$ cat src/rtl/gpio_pkg.sv
package gpio_pkg;
  localparam logic [15:0] OFF_DIR = 16'h0000;
  localparam logic [15:0] OFF_OUT = 16'h0004;
  localparam logic [15:0] OFF_SET = 16'h0008;
  localparam logic [15:0] OFF_CLR = 16'h000C;
  localparam logic [15:0] OFF_IN  = 16'h0010;

  typedef enum logic [2:0] {
    SEL_DIR, SEL_OUT, SEL_SET, SEL_CLR, SEL_IN, SEL_NONE
  } reg_sel_e;

  function automatic reg_sel_e decode(input logic [15:0] a);
    case (a)
      OFF_DIR: decode = SEL_DIR;
      OFF_OUT: decode = SEL_OUT;
      OFF_SET: decode = SEL_SET;
      OFF_CLR: decode = SEL_CLR;
      OFF_IN:  decode = SEL_IN;
      default: decode = SEL_NONE;
    endcase
  endfunction
endpackage

$ cat src/rtl/gpio_in_sync.sv
module gpio_in_sync #(
  parameter int NPIN = 16
) (
  input  logic            clk_i,
  input  logic            rst_ni,
  input  logic [NPIN-1:0] d_i,
  output logic [NPIN-1:0] q_o
);
  for (genvar i = 0; i < NPIN; i++) begin : g_pin
    logic s1_q, s2_q;
    always_ff @(posedge clk_i or negedge rst_ni) begin
      if (!rst_ni) begin
        s1_q <= 1'b0;
        s2_q <= 1'b0;
      end else begin
        s1_q <= d_i[i];
        s2_q <= s1_q;
      end
    end
    assign q_o[i] = s2_q;
  end
endmodule

$ cat src/rtl/gpio_ctl_regs.sv
module gpio_ctl_regs
  import gpio_pkg::*;
#(
  parameter int NPIN = 16
) (
  input  logic            clk_i,
  input  logic            rst_ni,
  input  logic            we_i,
  input  reg_sel_e        sel_i,
  input  logic [NPIN-1:0] wdata_i,
  output logic [NPIN-1:0] dir_q_o,
  output logic [NPIN-1:0] out_q_o
);
  logic [NPIN-1:0] dir_q, out_q, out_d;

  always_comb begin
    out_d = out_q;
    if (we_i) begin
      case (sel_i)
        SEL_OUT: out_d = wdata_i;
        SEL_SET: out_d = out_q | wdata_i;
        SEL_CLR: out_d = out_q & ~wdata_i;
        default: out_d = out_q;
      endcase
    end
  end

  always_ff @(posedge clk_i or negedge rst_ni) begin
    if (!rst_ni) begin
      dir_q <= '1;
      out_q <= '0;
    end else begin
      if (we_i && sel_i == SEL_DIR) dir_q <= wdata_i;
      out_q <= out_d;
    end
  end

  assign dir_q_o = dir_q;
  assign out_q_o = out_q;

  a_r3_set_keeps_others: assert property (@(posedge clk_i) disable iff (!rst_ni)
    (we_i && sel_i == SEL_SET) |=> ((out_q & ~$past(wdata_i)) == ($past(out_q) & ~$past(wdata_i))));
  a_r4_clr_keeps_others: assert property (@(posedge clk_i) disable iff (!rst_ni)
    (we_i && sel_i == SEL_CLR) |=> ((out_q & ~$past(wdata_i)) == ($past(out_q) & ~$past(wdata_i))));
  a_r8_idle_holds: assert property (@(posedge clk_i) disable iff (!rst_ni)
    (!we_i || sel_i == SEL_IN || sel_i == SEL_NONE) |=> ($stable(out_q) && $stable(dir_q)));
endmodule

$ cat src/rtl/gpio_rd_mux.sv
module gpio_rd_mux
  import gpio_pkg::*;
#(
  parameter int NPIN = 16,
  parameter int DW   = 32
) (
  input  logic            clk_i,
  input  logic            rst_ni,
  input  logic            re_i,
  input  reg_sel_e        sel_i,
  input  logic [NPIN-1:0] dir_i,
  input  logic [NPIN-1:0] out_i,
  input  logic [NPIN-1:0] in_i,
  output logic [DW-1:0]   rdata_o
);
  logic [NPIN-1:0] pick;

  always_comb begin
    case (sel_i)
      SEL_DIR:                   pick = dir_i;
      SEL_OUT, SEL_SET, SEL_CLR: pick = out_i;
      SEL_IN:                    pick = in_i;
      default:                   pick = '0;
    endcase
  end

  always_ff @(posedge clk_i or negedge rst_ni) begin
    if (!rst_ni)   rdata_o <= '0;
    else if (re_i) rdata_o <= DW'(pick);
    else           rdata_o <= '0;
  end

  a_r8_unmapped_zero: assert property (@(posedge clk_i) disable iff (!rst_ni)
    (re_i && sel_i == SEL_NONE) |=> (rdata_o == '0));
  a_r6_idle_zero: assert property (@(posedge clk_i) disable iff (!rst_ni)
    !re_i |=> (rdata_o == '0));
endmodule

$ cat src/rtl/gpio_regbank.sv
module gpio_regbank
  import gpio_pkg::*;
#(
  parameter int NPIN = 16,
  parameter int DW   = 32,
  parameter int AW   = 5
) (
  input  logic            clk_i,
  input  logic            rst_ni,
  input  logic [AW-1:0]   addr_i,
  input  logic            we_i,
  input  logic [NPIN-1:0] wdata_i,
  input  logic            re_i,
  output logic [DW-1:0]   rdata_o,
  input  logic [NPIN-1:0] pad_in_i,
  output logic [NPIN-1:0] pad_oe_o,
  output logic [NPIN-1:0] pad_out_o
);
  logic [15:0]     addr_ext;
  reg_sel_e        sel;
  logic [NPIN-1:0] dir_q, out_q, in_sync;

  assign addr_ext = 16'(addr_i);
  assign sel      = decode(addr_ext);

  gpio_ctl_regs #(.NPIN(NPIN)) u_regs (
    .clk_i, .rst_ni, .we_i, .sel_i(sel), .wdata_i,
    .dir_q_o(dir_q), .out_q_o(out_q)
  );

  gpio_in_sync #(.NPIN(NPIN)) u_sync (
    .clk_i, .rst_ni, .d_i(pad_in_i), .q_o(in_sync)
  );

  gpio_rd_mux #(.NPIN(NPIN), .DW(DW)) u_rd (
    .clk_i, .rst_ni, .re_i, .sel_i(sel),
    .dir_i(dir_q), .out_i(out_q), .in_i(in_sync), .rdata_o
  );

  // direction bit 1 = input, so drive only where it is 0
  assign pad_oe_o  = ~dir_q;
  assign pad_out_o = out_q;

  a_r2_oe_after_dir_write: assert property (@(posedge clk_i) disable iff (!rst_ni)
    (we_i && sel == SEL_DIR) |=> (pad_oe_o == ~$past(wdata_i)));
  a_r5_direct_write: assert property (@(posedge clk_i) disable iff (!rst_ni)
    (we_i && sel == SEL_OUT) |=> (pad_out_o == $past(wdata_i)));
  a_r9_oe_stable_on_data_write: assert property (@(posedge clk_i) disable iff (!rst_ni)
    (we_i && sel != SEL_DIR) |=> $stable(pad_oe_o));
endmodule

$ cat config.mk
export PLATFORM = sky130hd
export DESIGN_NAME = gpio_regbank
export DESIGN_NICKNAME = d
export VERILOG_FILES = /design/src/rtl/gpio_pkg.sv /design/src/rtl/gpio_in_sync.sv /design/src/rtl/gpio_ctl_regs.sv /design/src/rtl/gpio_rd_mux.sv /design/src/rtl/gpio_regbank.sv
export SDC_FILE = /design/constraint.sdc
export NUM_CORES = 1
export LEC_CHECK = 0
export BUFFER_PORTS_ARGS = -buffer_cell sky130_fd_sc_hd__buf_2
export CORE_MARGIN = 2
export CORE_UTILIZATION = 45
export DETAILED_ROUTE_END_ITERATION = 6
export PLACE_DENSITY = 0.74
export SLEW_MARGIN = 30
export SYNTH_ARGS = -nofsm -noshare
export SYNTH_HDL_FRONTEND = slang
export SYNTH_SLANG_ARGS = --single-unit
$ cat constraint.sdc
create_clock -name clk_i -period 0.9 [get_ports clk_i]
set_clock_uncertainty 0.05 [all_clocks]
set_input_delay 0.18 -clock clk_i [delete_from_list [all_inputs] [get_ports clk_i]]
set_output_delay 0.18 -clock clk_i [all_outputs]
set_load 0.005 [all_outputs]
Yosys cells after proc, flatten, opt, wreduce, memory -nomap -nowiden --
Cells that the tools add are included.
Word-level totals: memory bits (read-only) 0, memories 0, register bits 80, bits in latches 0, logic and storage cells 57, bits in writable memories 0, input port bits 41, output and inout bits 64
Cells by class: reductions and logical operators 6, multiplexer cells 4, div/mod/pow operators 0, $add $sub $neg 0, bitwise operators 4, shift operators 0, equality and inequality tests 8, multipliers 0, $lt $le $gt $ge 0
Operators by type and width (count):
- $pmux W16 S3 | 2
- $not A16 Y16 | 2
- $and A16 B16 Y16 | 1
- $logic_not A16 Y1 | 1
- $mux W16 | 1
- $or A16 B16 Y16 | 1
- $pmux W3 S5 | 1
- $eq A5 B4 Y1 const B | 2
- $eq A3 B2 Y1 const B | 2
- $eq A5 B3 Y1 const B | 1
- $eq A5 B5 Y1 const B | 1
- $eq A3 B1 Y1 const B | 1
- $eq A3 B3 Y1 const B | 1
- $logic_not A3 Y1 | 1
- $reduce_bool A3 Y1 | 1
- $reduce_or A3 Y1 | 1
- $reduce_and A2 Y1 | 1
- $logic_and A1 B1 Y1 | 1

Logic depth before layout (Yosys ltp) --
Gate-level depths: netlist (run 1).
word-level depth 6, mapped depth 7, depth with buffers taken out 3

Hierarchy --
A second synthesis (run 1) with hierarchy kept.
Second synthesis, totals: cell total of the unflattened synthesis 268, area, all modules 3365.7 µm²
By module, submodules not included:
- gpio_ctl_regs | area an instance 1311.3 µm², seq. area each 820.8 µm², cells an instance 90, instances 1
- gpio_rd_mux | area an instance 1047.3 µm², seq. area each 400.4 µm², cells an instance 111, instances 1
- gpio_in_sync | area an instance 920.9 µm², seq. area each 800.8 µm², cells an instance 48, instances 1
- gpio_regbank | area an instance 86.3 µm², seq. area each 0.0 µm², cells an instance 19, instances 1

Least setup slack after synthesis (run 1) --
OpenSTA, ideal clock, no wires.
kind input port to flip-flop, start point in addr_i[4], end point reg u_regs.dir_q[10] (netlist: u_regs.dir_q_o[10]), path buffers 4, setup slack -0.585 ns, data arrival time 1.353 ns, required time 0.768 ns, stages on the path 7, setup time 0.082 ns, cells stage by stage buf_6 > nor4b_4 > buf_6 > nand2b_4 > buf_6 > buf_8 > mux2_4
Between the ends: longest elaborated chain between the ends 4, elaborated cells on any way between the ends 8, classes of those cells eq/ne (4); mux (1); reduce/logical (3)
Ends and longest elaborated chain:
- start: declaration | RTL line gpio_regbank.sv:10 | input logic [AW-1:0] addr_i,
- $logic_not A16 Y1 (tied with other cells) | RTL line gpio_pkg.sv:13 | case (a)
- $pmux W3 S5 * | RTL line gpio_pkg.sv:13
- $logic_not A3 Y1 * | RTL line gpio_ctl_regs.sv:33 | if (we_i && sel_i == SEL_DIR) dir_q <= wdata_i;
- $logic_and A1 B1 Y1 * | RTL line gpio_ctl_regs.sv:33
- end signal: assignment | RTL line gpio_ctl_regs.sv:33
- end: declaration | RTL line gpio_ctl_regs.sv:14 | logic [NPIN-1:0] dir_q, out_q, out_d;
Every way passes the cells marked *; elsewhere a longest branch is shown, timed or not. A chain may end at the register's enable or synchronous reset.

Final worst setup path (run 1) --
start point reg u_regs.dir_q[8] (netlist: u_regs.dir_q_o[8]), end point out pad_oe_o[8]
Between the ends: longest elaborated chain between the ends 1
Ends and longest elaborated chain:
- $not A16 Y16 | RTL line gpio_regbank.sv:41 | assign pad_oe_o = ~dir_q;
- end: declaration | RTL line gpio_regbank.sv:16 | output logic [NPIN-1:0] pad_oe_o,
No other way between the ends.

==> summary.md, run 1 <==
| Metric | Value |
|---|---|
| Clock sinks | `80` |
| CP delay by family, top | `flip-flops` |
| Layer with the highest usage | `met2` |
| Final Non-Filler Cells | `about 550` |
| CTS Buf Count | `9` |
| Top cells by area, synth | `dfrtp_1, dfstp_2, mux2_2` |
| # setup viols final | `96` |
| Crit path arrival time | `roughly 1100 ps` |
| Synthesis-stage register bit count | `80` |
| Area growth syn-to-layout | `48.1%` |
| Worst Setup SP | `u_regs.dir_q_o[8]` |
| Placed cells | `477` |
| Drt wl/cell | `16.5 um` |
| Crit path max fanout | `2` |
| Fin area | `just over 5000 sq um` |
| GR Util met2 | `between 30% and 40%` |
| Worst Setup Slack, final | `-392 ps` |
| Vias in the first global route | `~2700` |
| R2R Path Start | `u_regs.dir_q_o[15]` |
| DRT iter0 DRCs | `255` |
| Max stage delay cell, worst path | `dfstp_2` |
| Ys Warns | `0` |
| Instance count of the mapped netlist | `around 290` |
| Setup crit end | `pad_oe_o[8]` |
| Worst-case clock buffer depth | `2` |
| Clock network fraction of total power | `between 30% and 40%` |
| Detailed Place HPWL | `5.26 mm` |
| Synth unique cells | `25` |
| Internal power | `around 0.0062 W` |
| M1 GR Usage | `between 20% and 30%` |
| Wirelength, routed | `9.09 mm` |
| Total power draw | `0.00835 W` |
| Global-route wire length before repair | `around 14 mm` |
| Met3 Track Usage GR | `under 10%` |
| Failing checks | `negative setup slack` |
| Synthesized area | `around 3500 sq um` |
| Share of cells above drive strength 1 | `between 50 and 60%` |
| Input/output buffers | `88` |
| Peak supply drop | `roughly 960 uV` |
| Most frequent cells in the layout | `buf_2, dfrtp_1, buf_4` |
| Leading cell type in the layout, fill and taps excluded | `buf_2` |
| Largest net degree at the start of global routing | `42` |
| Combinational share of power | `between 20 and 25%` |
| WS Path Type | `flop to output pin` |
| Worst hold-check path type | `input port to flop` |
| FF-to-FF setup slack | `-300 ps` |
| Final net count | `485` |
| Total gr overflow | `0` |
| Final Hold Fails | `0` |
| Clock slew at reported path FFs | `around 80 ps` |
| Pwr/cell area | `about 1600 nW/um^2` |
| Outcome | `finished, violations left` |
| RSZ-0062 raised after global routing | `true` |
| Worst path max stage delay | `560 ps` |
| Lkg Pwr | `around 2.5 nW` |
| Max-slew violation count | `0` |
| Mean Syn Cell Area | `approximately 12 sq um` |
| Row count | `32` |
| Vias | `~2800` |
| CTS H-Tree Depth | `3` |
| Seq/Total Area, Yosys | `57.8%` |
| Gr usage total | `21.0%` |
| Post-synth top area cell | `dfrtp_1` |
| R2R depth | `4` |
| Critical Path RT | `670 ps` |
| Crit path buf inv count | `2` |
| Max_cap viols | `0` |
| CP Launch Type | `flop` |
| Vias/cell | `just over 5` |
| Post-DRT Antenna Nets | `0` |
| Die ar. | `~8500 sq um` |
| I/O pins | `about 110` |
| Fin crit share | `144%` |
| CP Cell Sequence | `inv_2 > buf_6` |
| CTS tree | `done` |
| Minimum clock period | `approximately 1300 ps` |
| Chip Height | `approximately 92 um` |
| Yosys top cell area share | `between 40% and 50%` |
| Finished Core Util | `about two thirds` |
| Die X | `around 92 um` |
| Clk_lat worst skew | `between 300 and 400 ps` |
| Pre-antenna DRT Iters | `4` |
| Clk root buf | `clkbuf_8` |
| Fmax | `around 770 MHz` |
| RR Endpoint | `u_rd.rdata_o[15]` |
| Initial antenna violation count | `0` |
| Starting Density | `between 40% and 50%` |
| DRC violations left | `0` |
| Switching Share | `between 20 and 30%` |
| Placed cell area | `~4200 sq um` |
| Fin Setup TNS | `-19100 ps` |
| Sw Pwr | `0.00216 W` |
| Core box area | `~7600 sq um` |
| Register share of total power | `about half` |
| Antenna cells | `0` |
| GPL Wtd Cong | `~0.73` |
| Crit end category | `output pin` |
| Stages on the worst setup path | `2` |
-- worst min-delay path by stage --
stage,from,endpoint,slack [ps],depth (start not counted)
after floorplan,rst_ni,u_rd.rdata_o[0],-170,0
after global placement,rst_ni,u_sync.g_pin[14].s1_q,130,2
after detailed placement,rst_ni,u_sync.g_pin[14].s1_q,130,2
after CTS,wdata_i[8],u_regs.dir_q_o[8],60,2
after global routing,wdata_i[5],u_regs.dir_q_o[5],80,2
final,wdata_i[5],u_regs.dir_q_o[5],90,2
-- cells in the mapped netlist --
library cell,number
dfrtp_1,64
mux2_4,10
buf_6,4
nor4b_4,1
nand3_1,17
conb_1,1
inv_1,16
buf_8,1
buf_4,16
mux2_2,22
dfstp_2,16
clkbuf_1,11
buf_1,1
o21ai_0,1
buf_2,4
nor3_1,33
nand2b_4,1
or4b_1,1
mux2i_1,16
nor2_1,17
nand2b_1,1
or2_2,1
a32oi_1,16
nor4_2,1
a21oi_1,16
-- layer usage --
layer / vias up / part of all wire (%)
met5: - / 0
met4: 0 / 1.9
met3: 16 / 4.9
met2: 99 / 54
met1: 1437 / 39
li1: 1296 / -
-- cell families (layout without fill, tap and decap cells) --
logic type | count (synthesis) | after routing | synth area share, %
AO/OA/AOI/OAI | 33 | 33 | 6.43
flip-flops | 80 | 80 | 57.8
AND/OR/NAND/NOR | 73 | 73 | 11.0
multiplexers | 48 | 48 | 15.9
other | 1 | 16 | 0.107
buffers and inverters | 53 | 199 | 8.72
-- power by group through the flow --
stage | sequential [W] | clock (W) | combinational, W
final | 0.00408 | 0.00258 | 0.00169
after global routing | 0.00410 | 0.00276 | 0.00182
after CTS | 0.00404 | 0.00261 | 0.00144
after detailed placement | 0.00415 | 0 | 0.00110
after global placement | 0.00413 | 0 | 0.00108
after floorplan | 0.00410 | 0 | 0.000670
-- area by class of cell --
cell class,count,area [sq um]
clock buffers,11,131
clock inverters,5,57.6
fillers,550,2460
inverters,16,60.1
multi-input cells,170,1500
flip-flops and latches,80,2020
well taps,102,128
repair buffers,167,1280
-- stage by stage --
step           setup slack [ps]  hold slack [ps]
3_5_place_dp               -583              128
3_3_place_gp               -583              126
5_1_grt                    -415             83.5
4_1_cts                    -390             59.2
6_report                   -392             89.1
2_1_floorplan              -561             -166
-- repair_timing --
item,in CTS,in global routing
endpoints found under the setup margin,96,96
hold buffers,17,0
buffers inserted,31,10
hold endpoints to repair,96,0
pin swaps,18,20
resized for setup,22,56
cloned,1,0
-- registers in the layout (all words and copies together) (netlist names) --
signal / count
u_rd.rdata_o: 16
u_regs.dir_q_o: 16
u_regs.out_q_o: 16
u_sync.g_pin.s1_q: 16
u_sync.g_pin.s2_q: 16
Note: power is estimated with default switching activity, not from simulation.
==> run 2: changes to the inputs <==
--- a/config.mk
+++ b/config.mk
@@ -6,10 +6,10 @@
 export NUM_CORES = 1
 export LEC_CHECK = 0
 export BUFFER_PORTS_ARGS = -buffer_cell sky130_fd_sc_hd__buf_2
-export CORE_MARGIN = 2
-export CORE_UTILIZATION = 45
+export CORE_MARGIN = 5
+export CORE_UTILIZATION = 46
 export DETAILED_ROUTE_END_ITERATION = 6
-export PLACE_DENSITY = 0.74
+export PLACE_DENSITY = 0.75
 export SLEW_MARGIN = 30
 export SYNTH_ARGS = -nofsm -noshare
 export SYNTH_HDL_FRONTEND = slang
==> summary.md, run 2 (same netlist as run 1, synthesis figures left out) <==
| Metric | Value |
|---|---|
| Outcome | `finished, violations left` |
| Failing checks | `negative setup slack` |
| Sw Pwr | `0.00219 W (+1.3%)` |
| CTS H-Tree Depth | `3 (unchanged)` |
| Clk_lat worst skew | `360 ps (about the same)` |
| Most frequent cells in the layout | `buf_2, dfrtp_1, buf_4` |
| Total gr overflow | `0 (unchanged)` |
| Starting Density | `47.8% (+2.0 points)` |
| Detailed Place HPWL | `5.91 mm (+12%)` |
| Max-slew violation count | `0 (unchanged)` |
| Row count | `31 (-3.1%)` |
| # setup viols final | `96 (unchanged)` |
| Final Hold Fails | `0 (unchanged)` |
| Max_cap viols | `0 (unchanged)` |
| Wirelength, routed | `9.95 mm (+9.4%)` |
| Gr usage total | `20.6% (-0.36 points)` |
| Max stage delay cell, worst path | `dfstp_2` |
| Clock network fraction of total power | `29.0% (-1.9 points)` |
| Vias | `2909 (+2.1%)` |
| Metal3 WL | `863 um (+95%)` |
| WS Path Type | `flop to output pin` |
| Critical Path RT | `670 ps (about the same)` |
| Area growth syn-to-layout | `49.6%` |
| Lkg Pwr | `2.50 nW (+1.6%)` |
| Peak supply drop | `960 uV (+0.35%)` |
| Pwr/cell area | `1580 nW/um^2 (-2.0%)` |
| CTS tree | `done` |
| Combinational share of power | `21.6% (+1.3 points)` |
| DRC violations left | `0 (unchanged)` |
| Chip Height | `97.2 um (+5.5%)` |
| Worst hold-check path type | `input port to flop` |
| Worst-case clock buffer depth | `2 (unchanged)` |
| Fmax | `770 MHz (-0.60%)` |
| Vias in the first global route | `2931 (+9.2%)` |
| Antenna cells | `0 (unchanged)` |
| R2R depth | `4 (unchanged)` |
| Share of cells above drive strength 1 | `59.0% (+1.1 points)` |
| Clock sinks | `80 (unchanged)` |
| Largest net degree at the start of global routing | `33 (-21%)` |
| GPL Wtd Cong | `0.794 (+8.6%)` |
| Core box area | `7330 sq um (-4.1%)` |
| Fin Setup TNS | `-20050 ps (-953 ps)` |
| Internal power | `0.00608 W (-1.7%)` |
| Drt wl/cell | `18.2 um (+10%)` |
| Pre-antenna DRT Iters | `5 (+1)` |
| DRT iter0 DRCs | `155 (-39%)` |
| Hold slack final | `68.4 ps (-20.7 ps)` |
| RSZ-0062 raised after global routing | `true` |
| Die X | `97.2 um (+5.5%)` |
| Hold Crit Depth | `2 (unchanged)` |
| Uppermost layer routed | `met4` |
| Met1 wire length | `3.74 mm (+4.7%)` |
| Minimum clock period | `1300 ps (+7.85 ps)` |
| Routed length on met2 | `5.16 mm (+5.4%)` |
| Crit path max fanout | `3 (+1)` |
| Worst path max stage delay | `560 ps (about the same)` |
| Final net count | `486 (+0.21%)` |
| I/O pins | `105 (unchanged)` |
| Leading cell type in the layout, fill and taps excluded | `buf_2` |
| Clk root buf | `clkbuf_8` |
| Finished Core Util | `71.5% (+3.7 points)` |
| Input/output buffers | `88 (unchanged)` |
| Crit path arrival time | `1070 ps (about the same)` |
| Vias/cell | `5.31 (+2.7%)` |
| Crit end category | `output pin` |
| Initial antenna violation count | `0 (unchanged)` |
| Die ar. | `9460 sq um (+11%)` |
| Register share of total power | `49.4% (+0.6 points)` |
| CP Launch Type | `flop` |
| CTS Buf Count | `9 (unchanged)` |
| Fin crit share | `144% (+0.87 points)` |
| Clock slew at reported path FFs | `80 ps (about the same)` |
| CP Cell Sequence | `inv_2 > buf_2` |
| Worst Setup Slack, final | `-399 ps (-7.85 ps)` |
| Total power draw | `0.00827 W (-0.96%)` |
| Post-DRT Antenna Nets | `0 (unchanged)` |
| Global-route wire length before repair | `15.3 mm (+12%)` |
| Switching Share | `26.5% (+0.58 points)` |
[run 2: path summary, 6_finish.rpt]
| check | from | to | slack [ps] |
|---|---|---|---|
| setup / recovery | u_regs.dir_q_o[6] | pad_oe_o[6] | -400 |
| hold / removal | wdata_i[4] | u_regs.dir_q_o[4] | 70 |
| setup reg to reg | u_regs.dir_q_o[5] | u_rd.rdata_o[5] | -280 |
| hold reg to reg | u_sync.g_pin[9].s1_q | u_sync.g_pin[9].s2_q | 300 |
| max in group asynchronous | rst_ni | u_regs.dir_q_o[15] | 150 |
| min in group asynchronous | rst_ni | u_sync.g_pin[13].s2_q | 170 |
[run 2: through the flow]
step	cell area [sq um]	std cells	worst slack (ps)
6_report	5240	548	-399
3_3_place_gp	4200	476	-565
4_1_cts	4900	540	-405
5_1_grt	5240	548	-442
2_1_floorplan	3690	303	-561
3_5_place_dp	4200	476	-625
[run 2: layout make-up]
type	count	area, sq um
clock buffers	11	151
multi-input cells	171	1560
well taps	99	124
clock inverters	4	20.0
repair buffers	167	1300
flip-flops and latches	80	2020
inverters	16	60.1
fillers	461	2090
[run 2: critical path, delay by kind of cell (launching register included)]
family / cells / cell delay (ps)
flip-flops: 1 / 560
buffers and inverters: 2 / 140
[run 2: routing by layer]
layer / vias to the layer above / track usage, %
met5: - / 0
met4: 0 / 9.27
met3: 18 / 5.96
met2: 142 / 34.3
met1: 1448 / 24.7
li1: 1301 / -
[run 2: repair_timing]
item	CTS	global route
gates cloned	3	0
setup buffers	29	8
hold buffers	17	0
pin swaps	20	20
resized for setup	27	61
hold endpoints to repair	84	0
endpoints found under the setup margin	96	96
[run 2: power by group through the flow]
stage | combinational, W | sequential (W) | clock (W)
after detailed placement | 0.00113 | 0.00415 | 0
final | 0.00179 | 0.00408 | 0.00240
after floorplan | 0.000670 | 0.00410 | 0
after global routing | 0.00191 | 0.00411 | 0.00258
after global placement | 0.00110 | 0.00413 | 0
after CTS | 0.00153 | 0.00405 | 0.00241
==> run 3: changes to the inputs <==
--- a/config.mk
+++ b/config.mk
@@ -6,10 +6,12 @@
 export NUM_CORES = 1
 export LEC_CHECK = 0
 export BUFFER_PORTS_ARGS = -buffer_cell sky130_fd_sc_hd__buf_2
+export CELL_PAD_IN_SITES_DETAIL_PLACEMENT = 2
+export CELL_PAD_IN_SITES_GLOBAL_PLACEMENT = 2
 export CORE_MARGIN = 5
-export CORE_UTILIZATION = 46
+export CORE_UTILIZATION = 29
 export DETAILED_ROUTE_END_ITERATION = 6
-export PLACE_DENSITY = 0.75
+export PLACE_DENSITY_LB_ADDON = 0.1
 export SLEW_MARGIN = 30
 export SYNTH_ARGS = -nofsm -noshare
 export SYNTH_HDL_FRONTEND = slang
==> summary.md, run 3 (same netlist as run 1, synthesis figures left out) <==
| Metric | Value |
|---|---|
| DRT iter0 DRCs | `62 (-60%)` |
| Total gr overflow | `0 (unchanged)` |
| CTS H-Tree Depth | `3 (unchanged)` |
| Input/output buffers | `88 (unchanged)` |
| Critical Path RT | `670 ps (about the same)` |
| Worst hold-check path type | `input port to flop` |
| Switching Share | `27.8% (+1.3 points)` |
| Gr usage total | `17.1% (-3.5 points)` |
| Clk root buf | `clkbuf_16` |
| Internal power | `0.00690 W (+13%)` |
| Minimum clock period | `1290 ps (-5.53 ps)` |
| Outcome | `finished, violations left` |
| GPL Wtd Cong | `0.721 (-9.3%)` |
| Vias | `2836 (-2.5%)` |
| Max-slew violation count | `0 (unchanged)` |
| Vias/cell | `4.77 (-10%)` |
| Clock sinks | `80 (unchanged)` |
| Worst Setup Slack, final | `-394 ps (+5.53 ps)` |
| Crit path max fanout | `3 (unchanged)` |
| FF-to-FF setup slack | `-260 ps (+20 ps)` |
| Clock slew at reported path FFs | `70 ps (about the same)` |
| Post-DRT Antenna Nets | `0 (unchanged)` |
| I/O pins | `105 (unchanged)` |
| Placed cells | `524 (+10%)` |
| Combinational share of power | `18.8% (-2.8 points)` |
| Detailed Place HPWL | `7.24 mm (+23%)` |
| Peak supply drop | `939 uV (-2.2%)` |
| Most frequent cells in the layout | `buf_2, dfrtp_1, buf_4` |
| Hold EP | `u_regs.dir_q_o[12]` |
| Fmax | `773 MHz (+0.43%)` |
| R2R depth | `4 (unchanged)` |
| Initial antenna violation count | `0 (unchanged)` |
| Sw Pwr | `0.00265 W (+21%)` |
| Placed cell area | `4270 sq um (+1.7%)` |
| Max_cap viols | `0 (unchanged)` |
| CTS Buf Count | `9 (unchanged)` |
| Crit path arrival time | `1060 ps (about the same)` |
| RSZ-0062 raised after global routing | `true` |
| Core box area | `11900 sq um (+62%)` |
| Chip Height | `120 um (+23%)` |
| Leading cell type in the layout, fill and taps excluded | `buf_2` |
| Met3 Track Usage GR | `5.80% (-0.16 points)` |
| Finished Core Util | `46.0% (-26 points)` |
| Clock network fraction of total power | `38.3% (+9.3 points)` |
| GR Util met2 | `28.7% (-5.6 points)` |
| DRC violations left | `0 (unchanged)` |
| Crit end category | `output pin` |
| CTS tree | `done` |
| Area growth syn-to-layout | `56.4%` |
| Fillers | `1183 (+160%)` |
| Final Non-Filler Cells | `594 (+8.4%)` |
| Row count | `40 (+29%)` |
| Fin crit share | `144% (-0.61 points)` |
| WS Path Type | `flop to output pin` |
| Pre-antenna DRT Iters | `4 (-1)` |
| Layer with the highest usage | `met2` |
| Drt wl/cell | `20.3 um (+12%)` |
| Worst-case clock buffer depth | `2 (unchanged)` |
| Failing checks | `negative setup slack` |
| RR Endpoint | `u_rd.rdata_o[6]` |
| Hold slack final | `72.0 ps (+3.57 ps)` |
| R2R Path Start | `u_regs.dir_q_o[6]` |
| Final net count | `483 (-0.62%)` |
| Die X | `120 um (+23%)` |
| Hold Crit Depth | `2 (unchanged)` |
| Die ar. | `14400 sq um (+52%)` |
| CP Launch Type | `flop` |
| Fin area | `5470 sq um (+4.5%)` |
| M1 GR Usage | `20.9% (-3.9 points)` |
| Largest net degree at the start of global routing | `33 (unchanged)` |
| Starting Density | `29.4% (-18 points)` |
| Global-route wire length before repair | `18.4 mm (+20%)` |
| Clk_lat worst skew | `350 ps (about the same)` |
| Share of cells above drive strength 1 | `60.0% (+0.94 points)` |
| Final Hold Fails | `0 (unchanged)` |
| Register share of total power | `42.9% (-6.5 points)` |
| Hold path start | `wdata_i[12]` |
| Pwr/cell area | `1740 nW/um^2 (+10%)` |
| # setup viols final | `96 (unchanged)` |
| Lkg Pwr | `2.53 nW (+1.2%)` |
| Wirelength, routed | `12.0 mm (+21%)` |
| Vias in the first global route | `3292 (+12%)` |
| Antenna cells | `0 (unchanged)` |
## run 3: cell count changes in the layout (fill, tap and decap cells not counted), moves of 5 or more
cell	change
clkbuf_16	+9
buf_4	-7
buf_6	+6
clkbuf_8	-11
mux2i_2	-5
## run 3: timing repair
action,CTS,global route
setup buffers,28,9
pin swaps,25,34
setup endpoints to repair,96,96
resized for setup,39,56
cloned,3,0
hold buffers,17,0
hold endpoints to repair,83,0
## run 3: through the flow
| step | setup WS [ps] | setup TNS, ps | power, W |
|---|---|---|---|
| after floorplan | -561 | -20970 | 0.00477 |
| after global placement | -615 | -25360 | 0.00529 |
| after detailed placement | -674 | -26380 | 0.00532 |
| after CTS | -415 | -19800 | 0.00933 |
| after global routing | -442 | -23220 | 0.0100 |
| final | -394 | -19970 | 0.00955 |
## run 3: critical path, cell delays in order (launching register included)
cell and delay (ps):
dfstp_2 560, inv_2 40, buf_6 110
## run 3: routing by layer
layer	part of all wire (%)	up-vias
met5	0	-
met4	1.2	0
met3	5.3	11
met2	50	77
met1	43	1458
li1	-	1290
## run 3: worst max path at each step
stage | from | endpoint | slack [ps] | cells past startpoint
CTS | u_regs.dir_q_o[4] | pad_oe_o[4] | -410 | 2
detailed placement | addr_i[1] | u_regs.out_q_o[0] | -670 | 5
global placement | addr_i[1] | u_regs.out_q_o[4] | -610 | 5
floorplan | addr_i[4] | u_regs.dir_q_o[10] | -560 | 7
global route | u_regs.dir_q_o[4] | pad_oe_o[4] | -440 | 2
finish | u_regs.dir_q_o[4] | pad_oe_o[4] | -390 | 2
## run 3: layout make-up
cell class | count | area (sq um) | area share (%)
sequential | 80 | 2030 | 37.0
clock buffer | 9 | 225 | 4.11
timing repair buffer | 165 | 1370 | 25.0
multi-input combinational | 170 | 1550 | 28.3
clock inverter | 7 | 62.6 | 1.14
inverter | 16 | 60.1 | 1.10
tap | 147 | 184 | 3.36
## run 3: power groups by stage
stage / registers, W / clock network, W / logic [W]
global placement: 0.00415 / 0 / 0.00114
global route: 0.00413 / 0.00396 / 0.00195
detailed placement: 0.00416 / 0 / 0.00116
finish: 0.00409 / 0.00366 / 0.00180
CTS: 0.00407 / 0.00376 / 0.00151
floorplan: 0.00410 / 0 / 0.000670
